[config.mk]
export PLATFORM = sky130hd
export DESIGN_NAME = onewire_master
export DESIGN_NICKNAME = d
export VERILOG_FILES = /design/src/rtl/onewire_pkg.sv /design/src/rtl/onewire_dp.sv /design/src/rtl/onewire_seq.sv /design/src/rtl/onewire_master.sv
export SDC_FILE = /design/constraint.sdc
export NUM_CORES = 1
export LEC_CHECK = 0
export ABC_AREA = 0
export CORE_AREA = 2 2 76 78
export DETAILED_ROUTE_END_ITERATION = 7
export DIE_AREA = 0 0 78 80
export PLACE_DENSITY_LB_ADDON = 0.1
export SLEW_MARGIN = 5
export SYNTH_ARGS = -nofsm -noshare
export SYNTH_HDL_FRONTEND = slang
export SYNTH_HIERARCHICAL = 1
export SYNTH_SLANG_ARGS = --single-unit
[constraint.sdc]
create_clock -name clk -period 2.3 [get_ports clk]
set_clock_uncertainty 0.1 [all_clocks]
set_input_delay 0.46 -clock clk [delete_from_list [all_inputs] [get_ports clk]]
set_output_delay 0.46 -clock clk [all_outputs]
set_load 0.01 [all_outputs]
[src/rtl/onewire_pkg.sv]
package onewire_pkg;

  typedef enum logic [1:0] {
    OP_IDLE,
    OP_RESET,
    OP_WR0,
    OP_RDSLOT
  } opState_t;

  // strobes from the sequencer to the datapath
  typedef struct packed {
    logic restart;  // clear prescaler and tick count
    logic run;      // tick counter advances on ticks
    logic capPres;  // latch presence result
    logic capBit;   // latch read sample
  } dpStrobe_t;

  localparam int unsigned CTRL_OFS = 0;
  localparam int unsigned DIV_OFS  = 2;

endpackage

[src/rtl/onewire_dp.sv]
module onewire_dp
  import onewire_pkg::*;
#(
  parameter int unsigned DIV_W    = 8,
  parameter int unsigned DIV_INIT = 99,
  parameter int unsigned CNT_W    = 10
) (
  input  logic             clk,
  input  logic             rstN,
  input  logic             wrDiv,
  input  logic [DIV_W-1:0] divIn,
  input  dpStrobe_t        strobe,
  input  logic             busSense,
  output logic [DIV_W-1:0] divQ,
  output logic             tick,
  output logic [CNT_W-1:0] tickCnt,
  output logic             presQ,
  output logic             sampleQ
);

  logic [DIV_W-1:0] preCnt;
  logic             sync1, sync2;

  assign tick = (preCnt == divQ);

  always_ff @(posedge clk or negedge rstN) begin
    if (!rstN) begin
      divQ <= DIV_W'(DIV_INIT);
    end else if (wrDiv) begin
      divQ <= divIn;
    end
  end

  always_ff @(posedge clk or negedge rstN) begin
    if (!rstN) begin
      preCnt  <= '0;
      tickCnt <= '0;
    end else if (strobe.restart) begin
      preCnt  <= '0;
      tickCnt <= '0;
    end else if (tick) begin
      preCnt <= '0;
      if (strobe.run) tickCnt <= tickCnt + 1'b1;
    end else begin
      preCnt <= preCnt + 1'b1;
    end
  end

  // two-flop synchronizer, idle level is high
  always_ff @(posedge clk or negedge rstN) begin
    if (!rstN) begin
      sync1 <= 1'b1;
      sync2 <= 1'b1;
    end else begin
      sync1 <= busSense;
      sync2 <= sync1;
    end
  end

  always_ff @(posedge clk or negedge rstN) begin
    if (!rstN) begin
      presQ   <= 1'b0;
      sampleQ <= 1'b0;
    end else begin
      if (strobe.capPres) presQ <= ~sync2;
      if (strobe.capBit) sampleQ <= sync2;
    end
  end

  a_r3_tick_gap: assert property (@(posedge clk) disable iff (!rstN)
    (tick && divQ != '0 && !strobe.restart && !wrDiv) |=> !tick);
  a_r8_sample_hold: assert property (@(posedge clk) disable iff (!rstN)
    !strobe.capBit |=> $stable(sampleQ));
  a_r5_pres_hold: assert property (@(posedge clk) disable iff (!rstN)
    !strobe.capPres |=> $stable(presQ));

endmodule

[src/rtl/onewire_seq.sv]
module onewire_seq
  import onewire_pkg::*;
#(
  parameter int unsigned CNT_W     = 10,
  parameter int unsigned RST_LOW   = 480,
  parameter int unsigned RST_SMP   = 70,
  parameter int unsigned RST_RECOV = 480,
  parameter int unsigned W0_LOW    = 60,
  parameter int unsigned W0_RECOV  = 10,
  parameter int unsigned RD_LOW    = 6,
  parameter int unsigned RD_SMP    = 15,
  parameter int unsigned RD_END    = 70
) (
  input  logic             clk,
  input  logic             rstN,
  input  logic             cmdWr,
  input  logic             cmdReset,
  input  logic             cmdWr0,
  input  logic             cmdRead,
  input  logic             tick,
  input  logic [CNT_W-1:0] tickCnt,
  output logic             busyRst,
  output logic             busyWr0,
  output logic             busyRd,
  output logic             drive,
  output dpStrobe_t        strobe
);

  localparam logic [CNT_W-1:0] RstLowC  = CNT_W'(RST_LOW);
  localparam logic [CNT_W-1:0] RstSmpC  = CNT_W'(RST_LOW + RST_SMP - 1);
  localparam logic [CNT_W-1:0] RstLastC = CNT_W'(RST_LOW + RST_RECOV - 1);
  localparam logic [CNT_W-1:0] RstMaxC  = CNT_W'(RST_LOW + RST_RECOV);
  localparam logic [CNT_W-1:0] W0LowC   = CNT_W'(W0_LOW);
  localparam logic [CNT_W-1:0] W0LastC  = CNT_W'(W0_LOW + W0_RECOV - 1);
  localparam logic [CNT_W-1:0] RdLowC   = CNT_W'(RD_LOW);
  localparam logic [CNT_W-1:0] RdSmpC   = CNT_W'(RD_SMP - 1);
  localparam logic [CNT_W-1:0] RdLastC  = CNT_W'(RD_END - 1);

  opState_t         stateQ, stateD;
  logic [CNT_W-1:0] lowLen, lastCnt;
  logic             endNow, busyAny, startOp;

  always_comb begin
    lowLen  = '0;
    lastCnt = '0;
    unique case (stateQ)
      OP_RESET:  begin lowLen = RstLowC; lastCnt = RstLastC; end
      OP_WR0:    begin lowLen = W0LowC;  lastCnt = W0LastC;  end
      OP_RDSLOT: begin lowLen = RdLowC;  lastCnt = RdLastC;  end
      default:   ;
    endcase
  end

  assign busyAny = (stateQ != OP_IDLE);
  assign endNow  = busyAny && tick && (tickCnt == lastCnt);
  assign startOp = !busyAny && cmdWr && (cmdReset || cmdWr0 || cmdRead);

  always_comb begin
    stateD = stateQ;
    if (!busyAny && cmdWr) begin
      if (cmdReset)     stateD = OP_RESET;   // highest priority
      else if (cmdWr0)  stateD = OP_WR0;
      else if (cmdRead) stateD = OP_RDSLOT;
    end else if (endNow) begin
      stateD = OP_IDLE;
    end
  end

  always_ff @(posedge clk or negedge rstN) begin
    if (!rstN) stateQ <= OP_IDLE;
    else       stateQ <= stateD;
  end

  assign busyRst = (stateQ == OP_RESET);
  assign busyWr0 = (stateQ == OP_WR0);
  assign busyRd  = (stateQ == OP_RDSLOT);
  assign drive   = busyAny && (tickCnt < lowLen);

  always_comb begin
    strobe.restart = startOp;
    strobe.run     = busyAny;
    strobe.capPres = busyRst && tick && (tickCnt == RstSmpC);
    strobe.capBit  = busyRd && tick && (tickCnt == RdSmpC);
  end

  a_r9_busy_hold: assert property (@(posedge clk) disable iff (!rstN)
    (busyAny && !endNow) |=> (stateQ == $past(stateQ)));
  a_r4_count_bound: assert property (@(posedge clk) disable iff (!rstN)
    tickCnt <= RstMaxC);
  a_r11_release_end: assert property (@(posedge clk) disable iff (!rstN)
    $fell(busyAny) |-> !$past(drive));

endmodule

[src/rtl/onewire_master.sv]
module onewire_master
  import onewire_pkg::*;
#(
  parameter int unsigned ADDR_W    = 4,
  parameter int unsigned DIV_W     = 8,
  parameter int unsigned DIV_INIT  = 99,
  parameter int unsigned RST_LOW   = 480,
  parameter int unsigned RST_SMP   = 70,
  parameter int unsigned RST_RECOV = 480,
  parameter int unsigned W0_LOW    = 60,
  parameter int unsigned W0_RECOV  = 10,
  parameter int unsigned RD_LOW    = 6,
  parameter int unsigned RD_SMP    = 15,
  parameter int unsigned RD_END    = 70
) (
  input  logic              clk,
  input  logic              rstN,
  input  logic [ADDR_W-1:0] regAddr,
  input  logic              regWe,
  input  logic [7:0]        regWdata,
  output logic [7:0]        regRdata,
  output logic              busLow,
  input  logic              busSense
);

  localparam int unsigned CNT_W = $clog2(RST_LOW + RST_RECOV + 1);

  dpStrobe_t        strobe;
  logic             wrCtrl, wrDiv, tick, presQ, sampleQ;
  logic             busyRst, busyWr0, busyRd;
  logic [DIV_W-1:0] divQ;
  logic [CNT_W-1:0] tickCnt;

  assign wrCtrl = regWe && (regAddr == ADDR_W'(CTRL_OFS));
  assign wrDiv  = regWe && (regAddr == ADDR_W'(DIV_OFS));

  onewire_seq #(
    .CNT_W(CNT_W), .RST_LOW(RST_LOW), .RST_SMP(RST_SMP), .RST_RECOV(RST_RECOV),
    .W0_LOW(W0_LOW), .W0_RECOV(W0_RECOV), .RD_LOW(RD_LOW), .RD_SMP(RD_SMP),
    .RD_END(RD_END)
  ) u_seq (
    .clk(clk), .rstN(rstN), .cmdWr(wrCtrl),
    .cmdReset(regWdata[7]), .cmdWr0(regWdata[5]), .cmdRead(regWdata[4]),
    .tick(tick), .tickCnt(tickCnt),
    .busyRst(busyRst), .busyWr0(busyWr0), .busyRd(busyRd),
    .drive(busLow), .strobe(strobe)
  );

  onewire_dp #(
    .DIV_W(DIV_W), .DIV_INIT(DIV_INIT), .CNT_W(CNT_W)
  ) u_dp (
    .clk(clk), .rstN(rstN), .wrDiv(wrDiv), .divIn(regWdata[DIV_W-1:0]),
    .strobe(strobe), .busSense(busSense), .divQ(divQ), .tick(tick),
    .tickCnt(tickCnt), .presQ(presQ), .sampleQ(sampleQ)
  );

  always_comb begin
    regRdata = 8'h00;
    if (regAddr == ADDR_W'(CTRL_OFS))
      regRdata = {busyRst, presQ, busyWr0, busyRd, sampleQ, 3'b000};
    else if (regAddr == ADDR_W'(DIV_OFS))
      regRdata = 8'(divQ);
  end

  a_r11_idle_released: assert property (@(posedge clk) disable iff (!rstN)
    !(busyRst || busyWr0 || busyRd) |-> !busLow);

endmodule

==> results.ini, run 1 <==
[setup_path]
cpMaxStageDelayCell = dfrtp_1
cp_cell_sequence = inv_2, ha_4, o21bai_4, ha_4, a21o_1, a211o_1, a21oi_2, buf_2
crit_top_cell = ha_4
critPathKind = reg -> out
required_ns = 1.74
path_max_fanout = 3
arrival_ns = 1.98
setup.worst_path.start_class = flip-flop
crit_path_end_kind = output pin
slowest_delay_ns = 0.40

[yosys]
synth_compound_area_share_pct = 4.46
yosysSeqAreaShare_pct = 38.5
synth.mux.area_fraction_pct = 12.4
postSynth.asyncResetShare_pct = 100
synth_edf_count = 0
yosys_register_bits = 32
synth_cell_types = 44
synth_common_cells = 26 x dfrtp_1, 16 x nor2_1, 14 x ha_1, 14 x nor3_1, 11 x mux2_2
synth_most_common_cell = dfrtp_1
synthAdderAreaFrac_pct = 8.33
syn_inst = 209
yosysWarningCount = 6
yosys-top-cells-area = dfrtp_1 31%, ha_1 8.3%, dfstp_2 7.5%
synth_ff_type = dfrtp_1
syn_area_um2 = 2100
avgSynthCellArea_um2 = 10.1
syn-num-nets = 239
synth_xor_area_share_pct = 6.67
synth_top_family_by_area = simple AND/OR/NAND/NOR gates
synth.largest_area_cell = dfrtp_1
synthSimpleGateAreaFrac_pct = 25.5
yosys.area.top_type_share_pct = 31.0

[cts]
cts_sinks = 32
path_clk_slew_ns = 0.06
numCtsBuffers = 5
htreeDepth = 2
insertion_delay_ns = 0.28
cts_tree = built
clk_path_buf_depth = 2
cts_root_buf = clkbuf_8

[global_routing]
grt_max_degree = 33
grt_pass1_vias = 1757
grt_pass1_wl_mm = 8.59
grt_usage_pct = 17.7
grt.overflow.total = 0
antenna_found_initial = 0

[power]
p_leak_nw = 1.22
p_per_area_nw_per_um2 = 757
vdd_drop_max_mv = 0.604

[sta]
rsz0062_at_grt = yes
fmax_mhz = 394
slew_viol_final = 0
final.min_clock_period_ns = 2.54
finalHoldViolations = 0
fin_setup_tns_ns = -0.238
layout_setup_ws_ns = -0.238
period_share_pct = 110
relSlewSlack_pct = 72.0
worst_slew_pin_slew_ns = 0.420
setup_viol = 1

[route]
drt-pass1-iter-count = 4
drt-total-wl_mm = 4.97
via_count = 1675
drc = 0
final_antenna_net_count = 0
wl_per_cell_um = 14.8
viasPerCell = 5.00
drtIter0Drc = 111

[final_layout]
design_area_um2 = 2810
drive_gt1_share_pct = 31.2
syn2layout_area_growth_pct = 33.6
nets = 292
fill_cells = 524
diodes = 0

[floorplan]
rows = 27
chipHeight_um = 80
core_um2 = 5410
io_pins = 25
dieArea_um2 = 6240
die_x_um = 78
initial_core_util_pct = 38.9

[run_status]
violations = setup timing
status = complete, but fails checks

[place]
dp_hpwl_mm = 3.64
placed_area_um2 = 2620
gp_congestion = 0.753
port_buffers = 24

[run]
cap_viol_max_count = 0

[worst_hold_path]
min_path_type = reg -> reg

[flip-flops by register name, indices dropped and copies added, names as in the netlist]
name / flops
u_dp/divQ: 8
u_dp/preCnt: 8
u_dp/presQ: 1
u_dp/sampleQ: 1
u_dp/sync1: 1
u_dp/sync2: 1
u_dp/tickCnt: 10
u_seq/stateQ: 2
[area by class of cell]
type / instances / area [um2] / area share, %
tap: 72 / 90.1 / 3.21
clock buffer: 7 / 76.3 / 2.72
clock inverter: 1 / 5.00 / 0.178
inverter: 9 / 36.3 / 1.29
sequential: 32 / 810 / 28.8
multi-input combinational: 159 / 1330 / 47.4
timing repair buffer: 55 / 459 / 16.4
[path summary, 6_finish.rpt]
path,startpoint,endpoint,slack [ns],cells after the start
max in group asynchronous,rstN,u_dp/divQ[6],1.28,2
min in group asynchronous,rstN,u_dp/divQ[2],0.48,2
worst max-delay path,u_seq/stateQ[0],busLow,-0.24,8
worst max register to register,u_seq/stateQ[1],u_seq/stateQ[1],0.15,8
worst min register to register,u_dp/sync1,u_dp/sync2,0.26,0
worst min-delay path,u_dp/sync1,u_dp/sync2,0.26,0
[cell families (layout without fill, tap and decap cells)]
kind of cell / after synthesis / after routing
compound gates: 13 / 13
xor+xnor: 16 / 16
fa+ha+maj: 14 / 14
buf+inv: 18 / 72
flops: 32 / 32
mux: 24 / 24
simple gates: 92 / 92
[power breakdown]
part	leakage [nW]	switching, mW	internal [mW]	total (mW)
Sequential	0.402	0.143	0.698	0.841
Combinational	0.774	0.415	0.456	0.871
Clock	0.0422	0.201	0.212	0.413
Total	1.22	0.759	1.37	2.12
[cell usage in the layout (no fill, tap or decap), types with 6 or more instances in the layout]
cell,synthesis,layout
nor2b_1,9,9
mux2i_1,7,6
dlygate4sd2_1,0,8
ha_1,14,6
nand2_1,6,6
xnor2_1,10,10
dfrtp_1,26,25
clkdlybuf4s50_1,0,12
ha_4,0,7
nand3_1,8,8
dfstp_2,6,6
xor2_1,6,6
mux2_2,11,11
nor4_1,8,8
mux2_1,6,6
nor3_1,14,13
buf_4,3,29
nor2_1,16,15
nand4_1,8,8
inv_1,9,6
[timing repair]
action,in CTS,in global routing
setup endpoints to repair,9,12
pin swaps,3,2
hold endpoints to repair,0,0
hold buffers,0,0
buffers inserted,1,0
resized for setup,30,14
cloned,0,0
[critical path: cells and delay by family, from the launching register on]
family | cells | cell delay [ns]
AO/OA/AOI/OAI | 4 | 0.68
adder cells (fa/ha/maj) | 2 | 0.39
buffers and inverters | 2 | 0.22
flip-flops | 1 | 0.40
[metal layers]
layer	global-route usage (%)	up-vias	share of wire [%]
met1	21.8	795	46
met3	3.51	2	2.6
li1	-	853	-
met5	0	-	0
met2	31.3	25	51
met4	5.26	0	0.50
[through the flow]
step	worst slack [ns]	utilization, %	power [mW]	std cells	hold slack [ns]
after CTS	-0.236	51.0	2.10	335	0.259
after global placement	-0.422	48.5	1.63	326	0.248
final	-0.238	51.9	2.12	335	0.257
after detailed placement	-0.468	48.5	1.65	326	0.249
after global routing	-0.334	51.9	2.31	335	0.265
after floorplan	0.0261	-	1.36	209	0.0644
(Power assumes the default switching activity.)
==> run 2, diff against run 1 <==
--- a/config.mk
+++ b/config.mk
@@ -6,9 +6,9 @@
 export NUM_CORES = 1
 export LEC_CHECK = 0
 export ABC_AREA = 0
-export CORE_AREA = 2 2 76 78
+export CORE_AREA = 2 2 80 74
 export DETAILED_ROUTE_END_ITERATION = 7
-export DIE_AREA = 0 0 78 80
+export DIE_AREA = 0 0 82 76
 export PLACE_DENSITY_LB_ADDON = 0.1
 export SLEW_MARGIN = 5
 export SYNTH_ARGS = -nofsm -noshare
==> results.ini, run 2 (synthesized netlist as in run 1, its figures left out) <==
[run_status]
status = complete, but fails checks
violations = setup timing

[power]
p_per_area_nw_per_um2 = 786
swShare_pct = 33.4
seqPwrFrac_pct = 37.5
intPower_mw = 1.47
p_sw_mw = 0.740
power_frac_clock_pct = 23.9
p_leak_nw = 1.24
p_comb_share_pct = 38.7
vdd_drop_max_mv = 0.565

[setup_path]
slowest_delay_ns = 0.42
crit_family = compound AO/OA/AOI/OAI gates
setup.worst_path.start_class = flip-flop
cp_cell_sequence = ha_2, o21bai_4, ha_4, a21o_1, a211o_1, a21oi_2, buf_2
crit_path_end_kind = output pin
path_max_fanout = 4
required_ns = 1.74
timing.rr.start = u_seq/stateQ[1]
cp.depth = 7
cpMaxStageDelayCell = dfrtp_1
cp-endpoint = busLow
ff2ff_path_depth = 5
reg2reg_to = u_dp/sampleQ
worstSetupStartpoint = u_seq/stateQ[1]
r2r_slack_ns = 0.16
critPathKind = reg -> out
arrival_ns = 2.02
path_buf_inv = 1

[sta]
worst_slew_pin_slew_ns = 0.417
setup_viol = 1
period_share_pct = 112
fmax_mhz = 387
rsz0062_at_grt = yes
layout_setup_ws_ns = -0.282
slew_viol_final = 0
final.min_clock_period_ns = 2.58
whs_ns = 0.256
finalHoldViolations = 0
relSlewSlack_pct = 72.0

[place]
gp_congestion = 0.768
dp_cells = 325
dp_hpwl_mm = 3.55
port_buffers = 24

[floorplan]
dieArea_um2 = 6230
die_x_um = 82
io_pins = 25
rows = 26
initial_core_util_pct = 38.5
core_um2 = 5470
chipHeight_um = 76

[final_layout]
layout_common_cells = 31 x buf_4, 26 x dfrtp_1, 15 x nor2_1
diodes = 0
instances_no_fill = 334
largest_register_ffs = 10
syn2layout_area_growth_pct = 33.9
nets = 293
largestRegisters = u_dp/tickCnt x10, u_dp/divQ x8, u_dp/preCnt x8
final_common_cell = buf_4
largest_register = u_dp/tickCnt
drive_gt1_share_pct = 30.3

[route]
final_antenna_net_count = 0
wl_per_cell_um = 14.3
drt-pass1-iter-count = 4
drc = 0
via_count = 1708
viasPerCell = 5.11
drt-total-wl_mm = 4.79
drtIter0Drc = 76

[global_routing]
grt_usage_pct = 16.8
grt.overflow.total = 0
grt_max_degree = 33
grt_pass1_wl_mm = 8.10
antenna_found_initial = 0
grt_pass1_vias = 1750

[cts]
htreeDepth = 2
clk_path_buf_depth = 2
cts_tree = built
cts_root_buf = clkbuf_8
cts_sinks = 32
numCtsBuffers = 5
path_clk_slew_ns = 0.07
cts_hold_buf = 0
insertion_delay_ns = 0.28

[worst_hold_path]
min_path_type = reg -> reg

[run]
cap_viol_max_count = 0

[run 2: changes by cell type in the layout (fill, tap and decap cells not counted), moves of 2 or more]
| cell | previous run | this run |
|---|---|---|
| dlygate4sd2_1 | 8 | 5 |
| clkdlybuf4s15_1 | 0 | 3 |
| buf_4 | 29 | 31 |
| ha_2 | 1 | 3 |
| ha_4 | 7 | 4 |
[run 2: layout make-up]
type / instances / area [um2]
fill: 515 / 2650
sequential: 32 / 808
timing repair buffer: 56 / 479
inverter: 9 / 33.8
clock buffer: 6 / 72.6
multi-input combinational: 159 / 1300
clock inverter: 2 / 35.0
tap: 70 / 87.6
[run 2: timing repair]
action / CTS / global route
resized for setup: 23 / 13
setup endpoints to repair: 9 / 17
pin swaps: 4 / 4
hold endpoints to repair: 0 / 0
setup buffers: 0 / 1
[run 2: metrics by stage]
stage          setup slack (ns)  TNS (ns)  utilization [%]  cell area (um2)  total power [mW]
2_1_floorplan            0.0261         0                -             2110              1.36
3_3_place_gp             -0.412     -7.17             48.0             2630              1.64
3_5_place_dp             -0.476     -7.40             48.0             2630              1.64
4_1_cts                  -0.310    -0.310             50.3             2750              2.20
5_1_grt                  -0.381    -0.381             51.5             2810              2.40
6_report                 -0.282    -0.282             51.5             2810              2.21
[run 2: worst min path at each step]
| stage | start | end | slack, ns | cells after the start |
|---|---|---|---|---|
| 6_report | u_dp/sync1 | u_dp/sync2 | 0.26 | 0 |
| 4_1_cts | u_dp/sync1 | u_dp/sync2 | 0.26 | 0 |
| 3_5_place_dp | u_dp/sync1 | u_dp/sync2 | 0.25 | 0 |
| 5_1_grt | u_dp/sync1 | u_dp/sync2 | 0.26 | 0 |
| 2_1_floorplan | rstN | u_dp/divQ[2] | 0.06 | 0 |
| 3_3_place_gp | u_dp/sync1 | u_dp/sync2 | 0.25 | 0 |
[run 2: layer usage]
metal | global-route usage [%] | part of all wire (%)
met3 | 3.32 | 2.3
met5 | 0 | 0
met4 | 6.00 | 0.96
met1 | 22.9 | 48
met2 | 26.4 | 49
[run 2: power groups by stage]
stage	clock network (mW)	registers (mW)	logic (mW)
finish	0.528	0.829	0.855
global route	0.576	0.852	0.972
CTS	0.554	0.833	0.813
detailed placement	0	0.842	0.803
global placement	0	0.842	0.793
floorplan	0	0.818	0.537
